--- src/rtl/irq_vec_pkg.sv ---
package irq_vec_pkg;
  localparam int SLOTS   = 17;
  localparam int IDX_W   = $clog2(SLOTS);
  localparam int N_PIN   = 4;
  localparam int N_EVT   = 9;
  localparam int VEC_W   = 16;

  localparam int SLOT_RESET = 0;
  localparam int SLOT_KEY   = 5;
  localparam int SLOT_RSVD  = 15;
  localparam int SLOT_BRK   = 16;

  typedef logic [SLOTS-1:0] slot_vec_t;

  typedef enum logic [1:0] {
    REG_KEEP  = 2'd0,
    REG_EN    = 2'd1,
    REG_EDGE  = 2'd2,
    REG_FLAG  = 2'd3
  } reg_sel_e;

  localparam slot_vec_t UNMASKABLE =
    (slot_vec_t'(1) << SLOT_RESET) | (slot_vec_t'(1) << SLOT_BRK);

  function automatic int pin_slot(input int p);
    return (p < 2) ? 3 + p : 4 + p;
  endfunction

  function automatic int evt_slot(input int k);
    return (k < 2) ? k + 1 : k + 6;
  endfunction
endpackage

--- src/rtl/irq_sync.sv ---
module irq_sync #(
  parameter int WIDTH  = 4,
  parameter int STAGES = 2
) (
  input  logic             clk,
  input  logic             rst_n,
  input  logic [WIDTH-1:0] din,
  output logic [WIDTH-1:0] dout
);
  logic [WIDTH-1:0] stg_q [STAGES];

  always_ff @(posedge clk or negedge rst_n) begin
    if (!rst_n) begin
      for (int s = 0; s < STAGES; s++) stg_q[s] <= '0;
    end else begin
      stg_q[0] <= din;
      for (int s = 1; s < STAGES; s++) stg_q[s] <= stg_q[s-1];
    end
  end

  assign dout = stg_q[STAGES-1];
endmodule

--- src/rtl/irq_edge_det.sv ---
module irq_edge_det #(
  parameter int WIDTH = 4
) (
  input  logic             clk,
  input  logic             rst_n,
  input  logic [WIDTH-1:0] lvl,
  input  logic [WIDTH-1:0] rise_sel,
  output logic [WIDTH-1:0] evt
);
  logic [WIDTH-1:0] act_lvl;
  logic [WIDTH-1:0] prev_q;

  // Polarity-adjusted level: the active edge is always a rise here, so a
  // change of rise_sel alone can look like an edge.
  assign act_lvl = lvl ~^ rise_sel;
  assign evt     = act_lvl & ~prev_q;

  always_ff @(posedge clk or negedge rst_n) begin
    if (!rst_n) prev_q <= '1;
    else        prev_q <= act_lvl;
  end

  for (genvar i = 0; i < WIDTH; i++) begin : g_chk
    // an event needs the adjusted level to have been inactive one cycle before
    assert_edge_from_idle_R8: assert property (@(posedge clk) disable iff (!rst_n)
      evt[i] |-> !$past(act_lvl[i]));
  end
endmodule

--- src/rtl/irq_req_bank.sv ---
module irq_req_bank
  import irq_vec_pkg::*;
(
  input  logic             clk,
  input  logic             rst_n,
  input  slot_vec_t        set_evt,
  input  logic             wr_en,
  input  logic [1:0]       wr_sel,
  input  slot_vec_t        wr_data,
  input  logic             ack,
  input  logic             ack_valid,
  input  logic [IDX_W-1:0] ack_idx,
  output slot_vec_t        req_q,
  output slot_vec_t        en_q,
  output logic [N_PIN-1:0] edge_q,
  output logic             flag_q
);
  slot_vec_t        req_nxt;
  slot_vec_t        en_nxt;
  logic [N_PIN-1:0] edge_nxt;
  logic             flag_nxt;
  logic             ack_take;

  assign ack_take = ack && ack_valid;

  always_comb begin
    req_nxt  = req_q;
    en_nxt   = en_q;
    edge_nxt = edge_q;
    flag_nxt = flag_q;
    if (wr_en && wr_sel == REG_KEEP) req_nxt = req_nxt & wr_data;
    if (wr_en && wr_sel == REG_EN)   en_nxt = wr_data;
    if (wr_en && wr_sel == REG_EDGE) edge_nxt = wr_data[N_PIN-1:0];
    if (wr_en && wr_sel == REG_FLAG) flag_nxt = wr_data[0];
    if (ack_take) begin
      req_nxt[ack_idx] = 1'b0;
      flag_nxt         = 1'b1;
    end
    req_nxt = req_nxt | set_evt;   // a new event outranks any clear
  end

  always_ff @(posedge clk or negedge rst_n) begin
    if (!rst_n) begin
      req_q  <= slot_vec_t'(1) << SLOT_RESET;
      en_q   <= '0;
      edge_q <= '0;
      flag_q <= 1'b1;
    end else begin
      req_q  <= req_nxt;
      en_q   <= en_nxt;
      edge_q <= edge_nxt;
      flag_q <= flag_nxt;
    end
  end

  // accepted slot is cleared unless re-raised in the same cycle
  assert_ack_clears_R7: assert property (@(posedge clk) disable iff (!rst_n)
    (ack_take && !set_evt[ack_idx]) |=> !req_q[$past(ack_idx)]);
  // acceptance sets the disable flag
  assert_ack_sets_flag_R7: assert property (@(posedge clk) disable iff (!rst_n)
    ack_take |=> flag_q);

  for (genvar i = 0; i < SLOTS; i++) begin : g_bit
    // without an event a request bit can never rise
    assert_no_sw_set_R3: assert property (@(posedge clk) disable iff (!rst_n)
      !set_evt[i] |=> !$rose(req_q[i]));
    // an event always leaves the bit set
    assert_event_wins_R11: assert property (@(posedge clk) disable iff (!rst_n)
      set_evt[i] |=> req_q[i]);
  end
endmodule

--- src/rtl/irq_prio_pick.sv ---
module irq_prio_pick
  import irq_vec_pkg::*;
#(
  parameter logic [VEC_W-1:0] VEC_TOP = 16'hFFFC
) (
  input  logic             clk,
  input  logic             rst_n,
  input  slot_vec_t        req,
  input  slot_vec_t        en,
  input  logic             flag,
  output logic             irq,
  output logic [IDX_W-1:0] idx,
  output logic [VEC_W-1:0] vec
);
  slot_vec_t elig;

  assign elig = req & (UNMASKABLE | (en & {SLOTS{~flag}}));
  assign irq  = |elig;

  always_comb begin
    idx = '0;
    for (int i = SLOTS - 1; i >= 0; i--) begin
      if (elig[i]) idx = IDX_W'(i);
    end
  end

  assign vec = VEC_TOP - VEC_W'({idx, 1'b0});

  // the pick is eligible and nothing of higher priority is
  assert_pick_highest_R5: assert property (@(posedge clk) disable iff (!rst_n)
    irq |-> (req[idx] && (elig & ((slot_vec_t'(1) << idx) - slot_vec_t'(1))) == '0));
  // with the flag set only the unmaskable slots can be picked
  assert_flag_gate_R2: assert property (@(posedge clk) disable iff (!rst_n)
    (irq && flag) |-> (idx == IDX_W'(SLOT_RESET) || idx == IDX_W'(SLOT_BRK)));
endmodule

--- src/rtl/irq_vector_ctrl.sv ---
module irq_vector_ctrl
  import irq_vec_pkg::*;
#(
  parameter int                PORT_W      = 8,
  parameter int                SYNC_STAGES = 2,
  parameter logic [VEC_W-1:0]  VEC_TOP     = 16'hFFFC
) (
  input  logic              clk,
  input  logic              rst_n,
  input  logic [N_PIN-1:0]  ext_pin,
  input  logic [PORT_W-1:0] port_in,
  input  logic [N_EVT-1:0]  periph_evt,
  input  logic              brk_strobe,
  input  logic              wr_en,
  input  logic [1:0]        wr_sel,
  input  logic [SLOTS-1:0]  wr_data,
  input  logic              ack,
  output logic              irq,
  output logic [VEC_W-1:0]  vec_addr
);
  localparam logic [VEC_W-1:0] VEC_LOW = VEC_TOP - VEC_W'(2 * (SLOTS - 1));

  logic [N_PIN-1:0]  pin_s;
  logic [N_PIN-1:0]  pin_evt;
  logic [PORT_W-1:0] port_s;
  logic              key_evt;
  slot_vec_t         set_evt;
  slot_vec_t         req_q;
  slot_vec_t         en_q;
  logic [N_PIN-1:0]  edge_q;
  logic              flag_q;
  logic [IDX_W-1:0]  pick_idx;

  irq_sync #(.WIDTH(N_PIN), .STAGES(SYNC_STAGES)) u_pin_sync (
    .clk(clk), .rst_n(rst_n), .din(ext_pin), .dout(pin_s));

  irq_sync #(.WIDTH(PORT_W), .STAGES(SYNC_STAGES)) u_port_sync (
    .clk(clk), .rst_n(rst_n), .din(port_in), .dout(port_s));

  irq_edge_det #(.WIDTH(N_PIN)) u_pin_edge (
    .clk(clk), .rst_n(rst_n), .lvl(pin_s), .rise_sel(edge_q), .evt(pin_evt));

  irq_edge_det #(.WIDTH(1)) u_key_edge (
    .clk(clk), .rst_n(rst_n), .lvl(&port_s), .rise_sel(1'b0), .evt(key_evt));

  always_comb begin
    set_evt           = '0;
    set_evt[SLOT_BRK] = brk_strobe;
    set_evt[SLOT_KEY] = key_evt;
    for (int k = 0; k < N_EVT; k++) set_evt[evt_slot(k)] = periph_evt[k];
    for (int p = 0; p < N_PIN; p++) set_evt[pin_slot(p)] = pin_evt[p];
  end

  irq_req_bank u_bank (
    .clk(clk), .rst_n(rst_n), .set_evt(set_evt),
    .wr_en(wr_en), .wr_sel(wr_sel), .wr_data(wr_data),
    .ack(ack), .ack_valid(irq), .ack_idx(pick_idx),
    .req_q(req_q), .en_q(en_q), .edge_q(edge_q), .flag_q(flag_q));

  irq_prio_pick #(.VEC_TOP(VEC_TOP)) u_pick (
    .clk(clk), .rst_n(rst_n), .req(req_q), .en(en_q), .flag(flag_q),
    .irq(irq), .idx(pick_idx), .vec(vec_addr));

  // an offered vector is even and inside the table
  assert_vec_in_table_R6: assert property (@(posedge clk) disable iff (!rst_n)
    irq |-> (!vec_addr[0] && vec_addr >= VEC_LOW && vec_addr <= VEC_TOP));
  // the reserved slot never holds a request
  assert_rsvd_idle_R12: assert property (@(posedge clk) disable iff (!rst_n)
    !req_q[SLOT_RSVD]);
endmodule

--- config.mk ---
export PLATFORM = sky130hd
export DESIGN_NAME = irq_vector_ctrl
export DESIGN_NICKNAME = d
export VERILOG_FILES = /design/src/rtl/irq_vec_pkg.sv /design/src/rtl/irq_sync.sv /design/src/rtl/irq_edge_det.sv /design/src/rtl/irq_req_bank.sv /design/src/rtl/irq_prio_pick.sv /design/src/rtl/irq_vector_ctrl.sv
export SDC_FILE = /design/constraint.sdc
export NUM_CORES = 1
export LEC_CHECK = 0
export ABC_AREA = 1
export BUFFER_PORTS_ARGS = -buffer_cell sky130_fd_sc_hd__buf_2
export CORE_UTILIZATION = 30
export CTS_CLUSTER_SIZE = 12
export DETAILED_ROUTE_END_ITERATION = 7
export GPL_TIMING_DRIVEN = 0
export PLACE_DENSITY = 0.61
export SETUP_SLACK_MARGIN = 0.4
export SYNTH_ARGS = -nofsm -noshare
export SYNTH_HDL_FRONTEND = slang
export SYNTH_HIERARCHICAL = 1
export SYNTH_SLANG_ARGS = --single-unit
--- constraint.sdc ---
create_clock -name clk -period 1.85 [get_ports clk]
set_input_delay 0.2775 -clock clk [delete_from_list [all_inputs] [get_ports clk]]
set_output_delay 0.2775 -clock clk [all_outputs]
set_load 0.1 [all_outputs]
==> summary.md <==
| Metric | Value |
|---|---|
| Crit path arrival time | roughly 2.5 ns |
| Area grow syn2layout | 36.5% |
| Layout cell share with drive strength beyond 1 | about 34% |
| Slew margin rel. | 43.9% |
| Fillcell total | between 1000 and 1500 |
| Mapped Cells | about 450 |
| Metal-1 WL | approximately 3500 microns |
| CP startpoint kind | register |
| Met3 WL post-DR | approximately 560 microns |
| Nets | between 500 and 600 |
| # DRC | 0 |
| Chip Width | roughly 110 microns |
| Setup total negative slack | -15.39 ns |
| Max-Cap Viols | 0 |
| Core area | ~0.011 sq mm |
| WS Path Type | register to output pin |
| Post-Syn Area per Cell | 7.68 sq um |
| First-pass GRT wire length | about 14000 microns |
| Top sig layer | met4 |
| DRT antenna net count | 0 |
| CTS tree | yes |
| Register Area | between 0.0015 and 0.002 sq mm |
| Port Buf Inserts | 49 |
| Failing checks | negative setup slack |
| Pin count of the biggest net entering global routing | between 60 and 70 |
| Grt total ovfl | 0 |
| Fin cells | 684 |
| Setup ws final | -0.891 ns |
| CTS root buffer | clkbuf_16 |
| Post-layout min period | between 2 and 3 ns |
| Depth of the CTS H-tree | 3 |
| Clk pin slew, worst setup/hold paths | 0.06 ns |
| Endpoint class of the critical path | output pin |
| Cells after DPL | roughly 650 |
| Vias in the first global route | about 3000 |
| Slew Limit Fails | 0 |
| Unrepaired setup endpoints after global routing | true |
| Global Route Usage Sum | between 15 and 20% |
| Slew @ Worst Pin | between 0.8 and 0.9 ns |
| Rows | 38 |
| PwrDens | approximately 960 mW/mm^2 |
| Skew-Pair Late Insertion Delay | around 0.33 ns |
| CTS Hold Bufs | 0 |
| Worst Clk Skew | 0.00705 ns |
| Cell leakage power | 2.52 nW |
| WL/cell | 12.0 microns |
| Clock Tree Buf Depth | 2 |
| # clock sinks | 66 |
| CP max FO | 7 |
| Area of the multi-input gates | roughly 0.0016 sq mm |
| Die area | 0.0120 sq mm |
| Die height | between 100 and 150 microns |
| Post-DP HPWL | between 5000 and 6000 microns |
| Num CTS Buffers | 9 |
| Synth warn | 6 |
| Final hold violations | 0 |
| Effective utilization at floorplan | ~31% |
| 1st-pass router iterations | 4 |
| Class of the worst hold path | input port to async pin |
| Total Wirelength | 8230 microns |
| Final setup vio count | 24 |
| Initial antenna violation count | 1 |
| Via density | roughly 4.3 |
| WL met2 | about 4000 microns |
| Worst Hold Slack | just over 0.03 ns |
| Status | finished, violations left |
| Fmax | around 0.36 GHz |
| Final GP Congestion | between 0.8 and 0.9 |
| Initial DRC Count | 128 |
| Final period util | 148% |
| Mapped Area | ~0.0035 sq mm |
| Total number of vias | 2949 |
| WP data required | 1.57 ns |
| VDD IR max | between 0.0004 and 0.0005 V |
| I/O pin count | 62 |
==> final cells by class <==
cell class                      count  share of cell area (%)
Timing Repair Buffer               63                    9.90
Tap cell                          140                    3.70
Buffer                             34                    5.49
Multi-Input combinational cell    295                    33.6
Sequential cell                    66                    35.1
Antenna cell                        1                  0.0528
Clock buffer                       10                    5.04
Inverter                           69                    5.65
Clock inverter                      6                    1.53
==> critical path, stage by stage (launching register included) <==
cell and delay [ns]:
dfstp_2 0.58, inv_4 0.06, buf_8 0.14, nand3_2 0.08
nand2_2 0.09, o21bai_1 0.16, a31oi_2 0.14, nor2_2 0.29
ha_4 0.23, xor2_4 0.17, buf_12 0.19
==> final timing paths <==
path	startpoint	to	slack (ns)	cells past startpoint
worst max-delay path	u_bank/flag_q	vec_addr[3]	-0.89	10
worst min-delay path	rst_n	u_pin_sync/stg_q[4]	0.03	1
worst max register to register	u_bank/flag_q	u_bank/req_q[4]	-0.69	25
worst min register to register	u_port_sync/stg_q[12]	u_port_sync/dout[4]	0.35	0
max in group asynchronous	rst_n	u_bank/en_q[15]	1.25	1
min in group clk	ext_pin[0]	u_pin_sync/stg_q[4]	0.04	1
==> cells in the final DEF, fill, tap and decap left out, drive strengths merged, types with 2 or more instances in the layout <==
master and n:
buf 96, dfstp 7, inv 71, o21ai 7
nand3 46, conb 15, nor2 22, dfrtp 59
clkbuf 11, nand2 190, clkinvlp 2, a21oi 2
nor3 4, a31oi 3
==> flip-flops by register name (all words and copies together), names as in the netlist <==
| register | cells |
|---|---|
| u_bank/req_q | 17 |
| u_port_sync/stg_q | 8 |
| u_pin_sync/stg_q | 4 |
| u_port_sync/dout | 8 |
| u_bank/en_q | 15 |
| u_pin_sync/dout | 4 |
| u_bank/edge_q | 4 |
| u_bank/flag_q | 1 |
| u_key_edge/prev_q | 1 |
| u_pin_edge/prev_q | 4 |
==> stage by stage <==
stage,area [sq um],util (%),power (mW),worst slack (ns)
after detailed placement,4050,36.6,2.65,-0.868
after global placement,4050,36.5,2.63,-0.880
final,4740,42.8,4.56,-0.891
after floorplan,3630,-,2.43,-0.975
after global routing,4740,42.8,4.81,-1.01
after CTS,4620,41.7,4.57,-0.880
==> timing repair <==
| item | CTS | global route |
|---|---|---|
| resized for setup | 45 | 19 |
| setup buffers | 9 | 5 |
| endpoints found under the setup margin | 24 | 24 |
| endpoints found under the hold margin | 0 | 0 |
| pin swaps | 11 | 14 |
==> power by group <==
part / internal, mW / switching, mW
Clock: 1.10 / 0.673
Sequential: 1.61 / 0.108
Combinational: 0.389 / 0.686
==> layer usage <==
| layer | track usage (%) | up-vias |
|---|---|---|
| met1 | 18.2 | 1340 |
| met3 | 4.56 | 20 |
| met5 | 0 | - |
| met4 | 6.48 | 0 |
| met2 | 26.2 | 97 |
| li1 | - | 1492 |
Power figures use the tool's default switching activity.
